**src/rtl/aalu_pkg.sv**
```systemverilog
package aalu_pkg;

  localparam int NFLAG = 5;

  // flag / update-mask bit positions
  localparam int FL_S  = 4;
  localparam int FL_Z  = 3;
  localparam int FL_AC = 2;
  localparam int FL_P  = 1;
  localparam int FL_CY = 0;

  typedef enum logic [2:0] {
    OP_ADD  = 3'd0,
    OP_ADC  = 3'd1,
    OP_SUB  = 3'd2,
    OP_SBB  = 3'd3,
    OP_INC  = 3'd4,
    OP_DEC  = 3'd5,
    OP_RSV6 = 3'd6,
    OP_RSV7 = 3'd7
  } alu_op_e;

  typedef enum logic [1:0] {
    SRC_REG  = 2'd0,
    SRC_MEM  = 2'd1,
    SRC_IMM  = 2'd2,
    SRC_REG2 = 2'd3
  } alu_src_e;

  localparam logic [NFLAG-1:0] UPD_ALL  = 5'b11111;
  localparam logic [NFLAG-1:0] UPD_STEP = 5'b11110;
  localparam logic [NFLAG-1:0] UPD_NONE = 5'b00000;

endpackage

```
**src/rtl/aalu_src_mux.sv**
```systemverilog
module aalu_src_mux #(
  parameter int DW = 8
) (
  input  aalu_pkg::alu_src_e sel_i,
  input  logic [DW-1:0]      reg_i,
  input  logic [DW-1:0]      mem_i,
  input  logic [DW-1:0]      imm_i,
  output logic [DW-1:0]      opnd_o
);
  import aalu_pkg::*;

  always_comb begin
    unique case (sel_i)
      SRC_MEM: opnd_o = mem_i;
      SRC_IMM: opnd_o = imm_i;
      default: opnd_o = reg_i;
    endcase
  end

endmodule

```
**src/rtl/aalu_op_decode.sv**
```systemverilog
module aalu_op_decode #(
  parameter int DW = 8
) (
  input  aalu_pkg::alu_op_e          op_i,
  input  logic [DW-1:0]              acc_i,
  input  logic [DW-1:0]              opnd_i,
  input  logic                       cy_i,
  output logic [DW-1:0]              x_o,
  output logic [DW-1:0]              y_o,
  output logic                       cin_o,
  output logic                       sub_o,
  output logic                       pass_o,
  output logic                       keep_cy_o,
  output logic [aalu_pkg::NFLAG-1:0] upd_o
);
  import aalu_pkg::*;

  localparam logic [DW-1:0] ZERO_W  = '0;
  localparam logic [DW-1:0] MINUS_1 = {{(DW-1){1'b1}}, 1'b0}; // ~1

  always_comb begin
    x_o       = acc_i;
    y_o       = opnd_i;
    cin_o     = 1'b0;
    sub_o     = 1'b0;
    pass_o    = 1'b0;
    keep_cy_o = 1'b0;
    upd_o     = UPD_ALL;
    unique case (op_i)
      OP_ADD: ;
      OP_ADC: cin_o = cy_i;
      OP_SUB: begin
        y_o   = ~opnd_i;
        cin_o = 1'b1;
        sub_o = 1'b1;
      end
      OP_SBB: begin
        y_o   = ~opnd_i;
        cin_o = ~cy_i;
        sub_o = 1'b1;
      end
      OP_INC: begin
        x_o       = opnd_i;
        y_o       = ZERO_W;
        cin_o     = 1'b1;
        keep_cy_o = 1'b1;
        upd_o     = UPD_STEP;
      end
      OP_DEC: begin
        x_o       = opnd_i;
        y_o       = MINUS_1;
        cin_o     = 1'b1;
        sub_o     = 1'b1;
        keep_cy_o = 1'b1;
        upd_o     = UPD_STEP;
      end
      default: begin
        pass_o    = 1'b1;
        keep_cy_o = 1'b1;
        upd_o     = UPD_NONE;
      end
    endcase
  end

endmodule

```
**src/rtl/aalu_nibble_adder.sv**
```systemverilog
module aalu_nibble_adder #(
  parameter int DW  = 8,
  parameter int NIB = 4
) (
  input  logic [DW-1:0] x_i,
  input  logic [DW-1:0] y_i,
  input  logic          cin_i,
  input  logic          sub_i,
  output logic [DW-1:0] sum_o,
  output logic          cy_o,
  output logic          ac_o
);
  localparam int HW = DW - NIB;

  logic [NIB:0] lo;
  logic [HW:0]  hi;

  always_comb begin
    lo = {1'b0, x_i[NIB-1:0]} + {1'b0, y_i[NIB-1:0]} + {{NIB{1'b0}}, cin_i};
    hi = {1'b0, x_i[DW-1:NIB]} + {1'b0, y_i[DW-1:NIB]} + {{HW{1'b0}}, lo[NIB]};
    sum_o = {hi[HW-1:0], lo[NIB-1:0]};
    // subtract path: a missing carry means a borrow happened
    cy_o  = sub_i ? ~hi[HW]  : hi[HW];
    ac_o  = sub_i ? ~lo[NIB] : lo[NIB];
  end

endmodule

```
**src/rtl/aalu_flag_gen.sv**
```systemverilog
module aalu_flag_gen #(
  parameter int DW = 8
) (
  input  logic [DW-1:0]              res_i,
  input  logic                       cy_i,
  input  logic                       ac_i,
  output logic [aalu_pkg::NFLAG-1:0] flags_o
);
  import aalu_pkg::*;

  always_comb begin
    flags_o        = '0;
    flags_o[FL_S]  = res_i[DW-1];
    flags_o[FL_Z]  = (res_i == '0);
    flags_o[FL_AC] = ac_i;
    flags_o[FL_P]  = ~(^res_i);
    flags_o[FL_CY] = cy_i;
  end

endmodule

```
**src/rtl/aalu_core.sv**
```systemverilog
module aalu_core #(
  parameter int DW  = 8,
  parameter int NIB = DW / 2
) (
  input  logic                       clk,
  input  logic                       rst,
  input  logic [2:0]                 op_i,
  input  logic [1:0]                 src_sel_i,
  input  logic [DW-1:0]              acc_i,
  input  logic [DW-1:0]              reg_i,
  input  logic [DW-1:0]              mem_i,
  input  logic [DW-1:0]              imm_i,
  input  logic                       cy_i,
  output logic [DW-1:0]              res_o,
  output logic [aalu_pkg::NFLAG-1:0] flags_o,
  output logic [aalu_pkg::NFLAG-1:0] upd_o
);
  import aalu_pkg::*;

  localparam logic [NFLAG-1:0] FLAGS_RST = 5'b01010; // Z=1, P=1 for a zero result

  logic [DW-1:0]    opnd, x, y, sum, res_d;
  logic             cin, sub, pass, keep_cy, add_cy, add_ac, cy_d, ac_d;
  logic [NFLAG-1:0] upd_d, flags_d;

  aalu_src_mux #(.DW(DW)) u_src (
    .sel_i  (alu_src_e'(src_sel_i)),
    .reg_i  (reg_i),
    .mem_i  (mem_i),
    .imm_i  (imm_i),
    .opnd_o (opnd)
  );

  aalu_op_decode #(.DW(DW)) u_dec (
    .op_i      (alu_op_e'(op_i)),
    .acc_i     (acc_i),
    .opnd_i    (opnd),
    .cy_i      (cy_i),
    .x_o       (x),
    .y_o       (y),
    .cin_o     (cin),
    .sub_o     (sub),
    .pass_o    (pass),
    .keep_cy_o (keep_cy),
    .upd_o     (upd_d)
  );

  aalu_nibble_adder #(.DW(DW), .NIB(NIB)) u_add (
    .x_i   (x),
    .y_i   (y),
    .cin_i (cin),
    .sub_i (sub),
    .sum_o (sum),
    .cy_o  (add_cy),
    .ac_o  (add_ac)
  );

  always_comb begin
    res_d = pass ? acc_i : sum;
    ac_d  = pass ? 1'b0  : add_ac;
    cy_d  = keep_cy ? cy_i : add_cy;
  end

  aalu_flag_gen #(.DW(DW)) u_flg (
    .res_i   (res_d),
    .cy_i    (cy_d),
    .ac_i    (ac_d),
    .flags_o (flags_d)
  );

  always_ff @(posedge clk) begin
    if (rst) begin
      res_o   <= '0;
      flags_o <= FLAGS_RST;
      upd_o   <= UPD_NONE;
    end else begin
      res_o   <= res_d;
      flags_o <= flags_d;
      upd_o   <= upd_d;
    end
  end

endmodule

```
**config.mk**
```make
export PLATFORM = sky130hd
export DESIGN_NAME = aalu_core
export DESIGN_NICKNAME = d
export VERILOG_FILES = /design/src/rtl/aalu_pkg.sv /design/src/rtl/aalu_src_mux.sv /design/src/rtl/aalu_op_decode.sv /design/src/rtl/aalu_nibble_adder.sv /design/src/rtl/aalu_flag_gen.sv /design/src/rtl/aalu_core.sv
export SDC_FILE = /design/constraint.sdc
export NUM_CORES = 1
export LEC_CHECK = 0
export ABC_AREA = 1
export BUFFER_PORTS_ARGS = -buffer_cell sky130_fd_sc_hd__clkbuf_2
export CORE_ASPECT_RATIO = 1.2
export CORE_MARGIN = 2
export CORE_UTILIZATION = 45
export CTS_BUF_LIST = sky130_fd_sc_hd__clkbuf_8
export CTS_CLUSTER_SIZE = 10
export DETAILED_ROUTE_END_ITERATION = 7
export PLACE_DENSITY = 0.76
export SYNTH_ARGS = -nofsm -noshare
export SYNTH_HDL_FRONTEND = slang
export SYNTH_SLANG_ARGS = --single-unit
export TNS_END_PERCENT = 30
```
**constraint.sdc**
```tcl
create_clock -name clk -period 6 [get_ports clk]
set_input_delay 1.2 -clock clk [delete_from_list [all_inputs] [get_ports clk]]
set_output_delay 1.2 -clock clk [all_outputs]
set_load 0.005 [all_outputs]
```
== After elaboration in Yosys (flattened, before gate mapping) ==
Cells that the tools add are included.
Cells by class
  $add $sub $neg: 4
  eq/ne operators: 7
  muxes and demuxes: 10
  bitwise operators: 6
  reductions and logical operators: 10
Operators by type and width (count)
  one-hot mux 8 bit (3 select lines): 1
  2-to-1 mux 8 bit: 2
  one-hot mux 8 bit (2 select lines): 1
  adder 4 x 4 -> 5 bit: 2
  adder 5 x 1 -> 5 bit: 2
  one-hot mux 5 bit (2 select lines): 1
  zero test 8 bit: 1
  NOT 8 bit: 1
  XOR reduction 8 bit: 1
  equality test 3 x 2 -> 1 bit (second input constant): 2
  equality test 3 bit (second input constant): 2
  OR reduction 2 bit: 3
  OR reduction 3 bit: 2
  OR reduction 6 bit: 1
  NOT 1 bit: 5
  2-to-1 mux 1 bit: 4
  OR reduction 4 bit: 1
  equality test 3 x 1 -> 1 bit (second input constant): 1
  zero test 3 bit: 1
  one-hot mux 1 bit (3 select lines): 1
  equality test 2 x 1 -> 1 bit (second input constant): 1
  equality test 2 bit (second input constant): 1
Word-level totals
  register bits: 18
  output and inout port bits: 18
  word-level logic and storage cells: 41

== Depth between registers and ports, before layout ==
  word-level depth: 10
  mapped depth: 23

== Cells and area by module ==
Synthesis repeated with hierarchy kept, for this count alone.
Unflattened totals
  cell total of the unflattened synthesis: 325
  area total of the unflattened synthesis: 1928.1 µm²
By module, submodules not included
  aalu_core: instances 1, cells an instance 101, area an instance 778.2 µm²
  aalu_op_decode: instances 1, cells an instance 79, area an instance 370.4 µm²
  aalu_nibble_adder: instances 1, cells an instance 52, area an instance 351.6 µm²
  aalu_src_mux: instances 1, cells an instance 56, area an instance 242.7 µm²
  aalu_flag_gen: instances 1, cells an instance 37, area an instance 185.2 µm²

== Worst setup path after synthesis ==
OpenSTA, ideal clock, no wires.
  kind: in2reg
  start point: input src_sel_i[0]
  end point: register flags_o[1] (netlist name)
  setup time: 0.123 ns
  arrival time: 4.734 ns
  path slack: 1.143 ns
  cell stages on the path: 20
  cells stage by stage: inv_1 > ha_1 > inv_2 > buf_2 > o21ai_0 > o21ai_0 > fa_1 > inv_1 > fa_1 > o21ai_0 > fa_1 > inv_1 > fa_1 > xnor2_1 > mux2i_1 > ha_1 > xnor2_1 > inv_1 > a21oi_1 > o21ai_0
Between the ends
  word-level cells in the longest chain between the ends: 10
Ends and longest elaborated chain
  start, declared: RTL line aalu_core.sv:8  | input logic [1:0] src_sel_i,
  equality test 2 bit or equality test 2 x 1 -> 1 bit (tied branches): RTL line aalu_src_mux.sv:13  | unique case (sel_i)
  one-hot mux 8 bit (2 select lines) (*): RTL line aalu_src_mux.sv:13
  NOT 8 bit: RTL line aalu_op_decode.sv:33, aalu_op_decode.sv:38
  one-hot mux 8 bit (3 select lines): RTL line aalu_op_decode.sv:29  | unique case (op_i)
  adder 4 x 4 -> 5 bit: RTL line aalu_nibble_adder.sv:19  | lo = {1'b0, x_i[NIB-1:0]} + {1'b0, y_i[NIB-1:0]} + {{NIB{1'b0}}, cin_i};
  adder 5 x 1 -> 5 bit: RTL line aalu_nibble_adder.sv:19
  adder 5 x 1 -> 5 bit: RTL line aalu_nibble_adder.sv:20  | hi = {1'b0, x_i[DW-1:NIB]} + {1'b0, y_i[DW-1:NIB]} + {{HW{1'b0}}, lo[NIB]};
  2-to-1 mux 8 bit (*): RTL line aalu_core.sv:59  | res_d = pass ? acc_i : sum;
  XOR reduction 8 bit (*): RTL line aalu_flag_gen.sv:16  | flags_o[FL_P] = ~(^res_i);
  NOT 1 bit (*): RTL line aalu_flag_gen.sv:16
  end signal, assigned: RTL line aalu_core.sv:78  | flags_o <= flags_d;
  end, declared: RTL line aalu_core.sv:15  | output logic [aalu_pkg::NFLAG-1:0] flags_o,
Mark *: on every way between the ends. The rest lies on a longest branch, timed or not.
A chain may end at the register's enable or synchronous reset.

== Worst setup path after layout ==
Same ends and word-level chain as after synthesis.

==> metrics.txt <==
total wire length between 2000 and 3000 um; Data required, critical path 6.12 ns; arrival time worst endpoint 5.07 ns; total gr overflow 0; Final ANT Viol Nets 0; Synth cell types 30; share of cells above drive strength 1 0.3012; PortBufs 57; Rel. slew slack 0.7559; core box area 0.002838 sq mm; Reg clk slew, reported paths 0.05 ns; sequential share of the synthesized area 0.2055; layout net count slightly above 300; Worst path top cell family by delay adder cells; DIE WIDTH 54.26 um; # rows 21; Die Y approximately 64 um; DRT Pass-1 Iters 4; filler instances 300; CTS tree done; hpwl dp 2541 um; post-CTS setup buffers 0; final period utilization 0.8258; I/O pins 58; synthesized flop and latch total 14; Crit. End Element register; Initial Util 0.4806; clock root buffer clkbuf_8; Syn. warnings 0; critical path class input pin to register; outcome finished clean; Slew Limit Fails 0; Crit path largest cell delay 0.40 ns; minimum clock period between 4 and 5 ns; RSZ-0062 raised after global routing no; CP max-delay cell fa_1; P per Cell Area 242.9 mW/mm^2; syn nets 256; Synth Area per Inst 6.819 sq um; cts hold-fix bufs 0; Leakage 0.9303 nW; Yosys top cell by area dfxtp_1; post-synth top area share 0.2055; pin count of the biggest net entering global routing 17; Worst Path Buf+Inv 6; worst-path maximum fanout 15; via count approximately 1,400; # DRC 0; Max Freq 201.8 MHz; Final Hold Fails 0; RePlAce Congestion 0.7793; CTS sink count 14; # setup viols final 0; Hold WC Path Type input pin to register; Routed WL per cell 10.08 um; Post-Place Setup Slack between 0.7 and 0.8 ns; Post-Route Setup TNS 0 ns; initial antenna violation count 0; Initial DRC Count 16; number of global-route vias before repair ~1,200; CTS Buffer Depth 2; cts repair resizes 0; GR Util All Layers 0.1850; ranking of synthesized cells by area dfxtp_1 (21%), nand2_1 (13%), ha_1 (11%), o21ai_0 (7.3%), fa_1 (5.9%); Slew @ Worst Pin 0.3624 ns; H-Tree Level Count 1; first-pass GRT wire length 5030 um; crit path launch type input pin; Post-Synthesis Cell Area 0.001364 sq mm; Antenna diodes 0; post-route worst setup slack between 1 and 1.5 ns; VDD IR-drop max 205.9 uV; Area growth syn-to-layout 21.28%; max cap viols 0; Avg Vias per Cell between 4 and 5; total clock buffers created by CTS 3; Critical Path, Cell by Cell clkbuf_2 > inv_1 > ha_1 > inv_2 > o21ai_0 > o21ai_0 > fa_1 > inv_1 > fa_1 > o21ai_0 > fa_1 > inv_1 > fa_1 > xnor2_1 > mux2i_1 > ha_1 > xnor2_1 > inv_1 > a21oi_1 > o21ai_0; Post-Synthesis Cells 200; Die Area 0.003489 sq mm
==> sequential cells by signal (all words and copies together), names as in the netlist <==
register  flops
flags_o       4
res_o         8
upd_o         2
==> synth_stat cells (all sizes together) <==
cell type / number
nand2: 54
nor3: 1
nand3: 17
ha: 12
or2: 1
inv: 21
buf: 10
a41o: 1
mux2i: 4
xor2: 1
a31oi: 1
dfxtp: 14
fa: 4
clkbuf: 1
a21oi: 12
o21ai: 26
and2: 1
nor2: 16
xnor2: 3
==> layer usage <==
layer / vias to the layer above / global-route usage / part of all wire
li1: 748 / - / -
met1: 581 / 0.2225 / 0.43
met2: 52 / 0.3358 / 0.50
met3: 5 / 0.009346 / 0.060
met4: 0 / 0.05625 / 0.013
met5: - / 0 / 0
==> final timing paths <==
check,cells past startpoint,startpoint,to
setup / recovery,20,src_sel_i[0],flags_o[1]
hold / removal,3,acc_i[2],res_o[2]
==> cells in the final DEF, fill, tap and decap left out, types with 2 or more instances in the layout <==
cell type | Yosys | layout
clkbuf_2 | 0 | 57
nand2_1 | 49 | 49
o21ai_0 | 20 | 20
inv_1 | 18 | 18
nand3_1 | 16 | 16
nor2_1 | 14 | 14
dfxtp_1 | 14 | 14
ha_1 | 12 | 12
a21oi_1 | 11 | 11
o21ai_1 | 4 | 4
mux2i_1 | 4 | 4
fa_1 | 4 | 4
inv_2 | 3 | 3
nand2_2 | 3 | 3
xnor2_1 | 3 | 3
clkbuf_8 | 0 | 3
nand2_4 | 2 | 2
o21ai_2 | 2 | 2
==> power breakdown <==
part / internal [W] / switching, W / total (W)
Combinational: 0.0000957 / 0.000119 / 0.000214
Clock: 0.0000442 / 0.0000287 / 0.0000729
Sequential: 0.000110 / 0.00000410 / 0.000115
Total: 0.000250 / 0.000151 / 0.000402
==> area by class of cell <==
type / instances / area (sq um) / area share
multi-input cells: 154 / 925.9 / 0.5598
repair buffers: 57 / 285.3 / 0.1725
flip-flops and latches: 14 / 280.3 / 0.1694
inverters: 21 / 78.83 / 0.04765
well taps: 34 / 42.54 / 0.02572
clock buffers: 3 / 41.29 / 0.02496
==> through the flow <==
stage | util | hold slack, ns | area [sq um] | std cells | total power [W]
after floorplan | - | 1.281 | 1364 | 200 | 0.0002758
after global routing | 0.5829 | 1.280 | 1654 | 283 | 0.0004487
after CTS | 0.5829 | 1.252 | 1654 | 283 | 0.0004065
after detailed placement | 0.5683 | 1.496 | 1613 | 280 | 0.0003348
final | 0.5829 | 1.246 | 1654 | 283 | 0.0004018
after global placement | 0.5683 | 1.496 | 1613 | 280 | 0.0003301
==> logic make-up after synthesis <==
| kind of cell | after synthesis | synth area share |
|---|---|---|
| AOI/OAI and AO/OA | 40 | 0.1596 |
| buffers and inverters | 32 | 0.1156 |
| and+or+nand+nor | 90 | 0.2954 |
| adders and majority gates | 16 | 0.1688 |
| xor gates and xnor gates | 4 | 0.02569 |
| muxes | 4 | 0.02936 |
| DFF | 14 | 0.2055 |
Note: power is estimated with default switching activity, not from simulation.
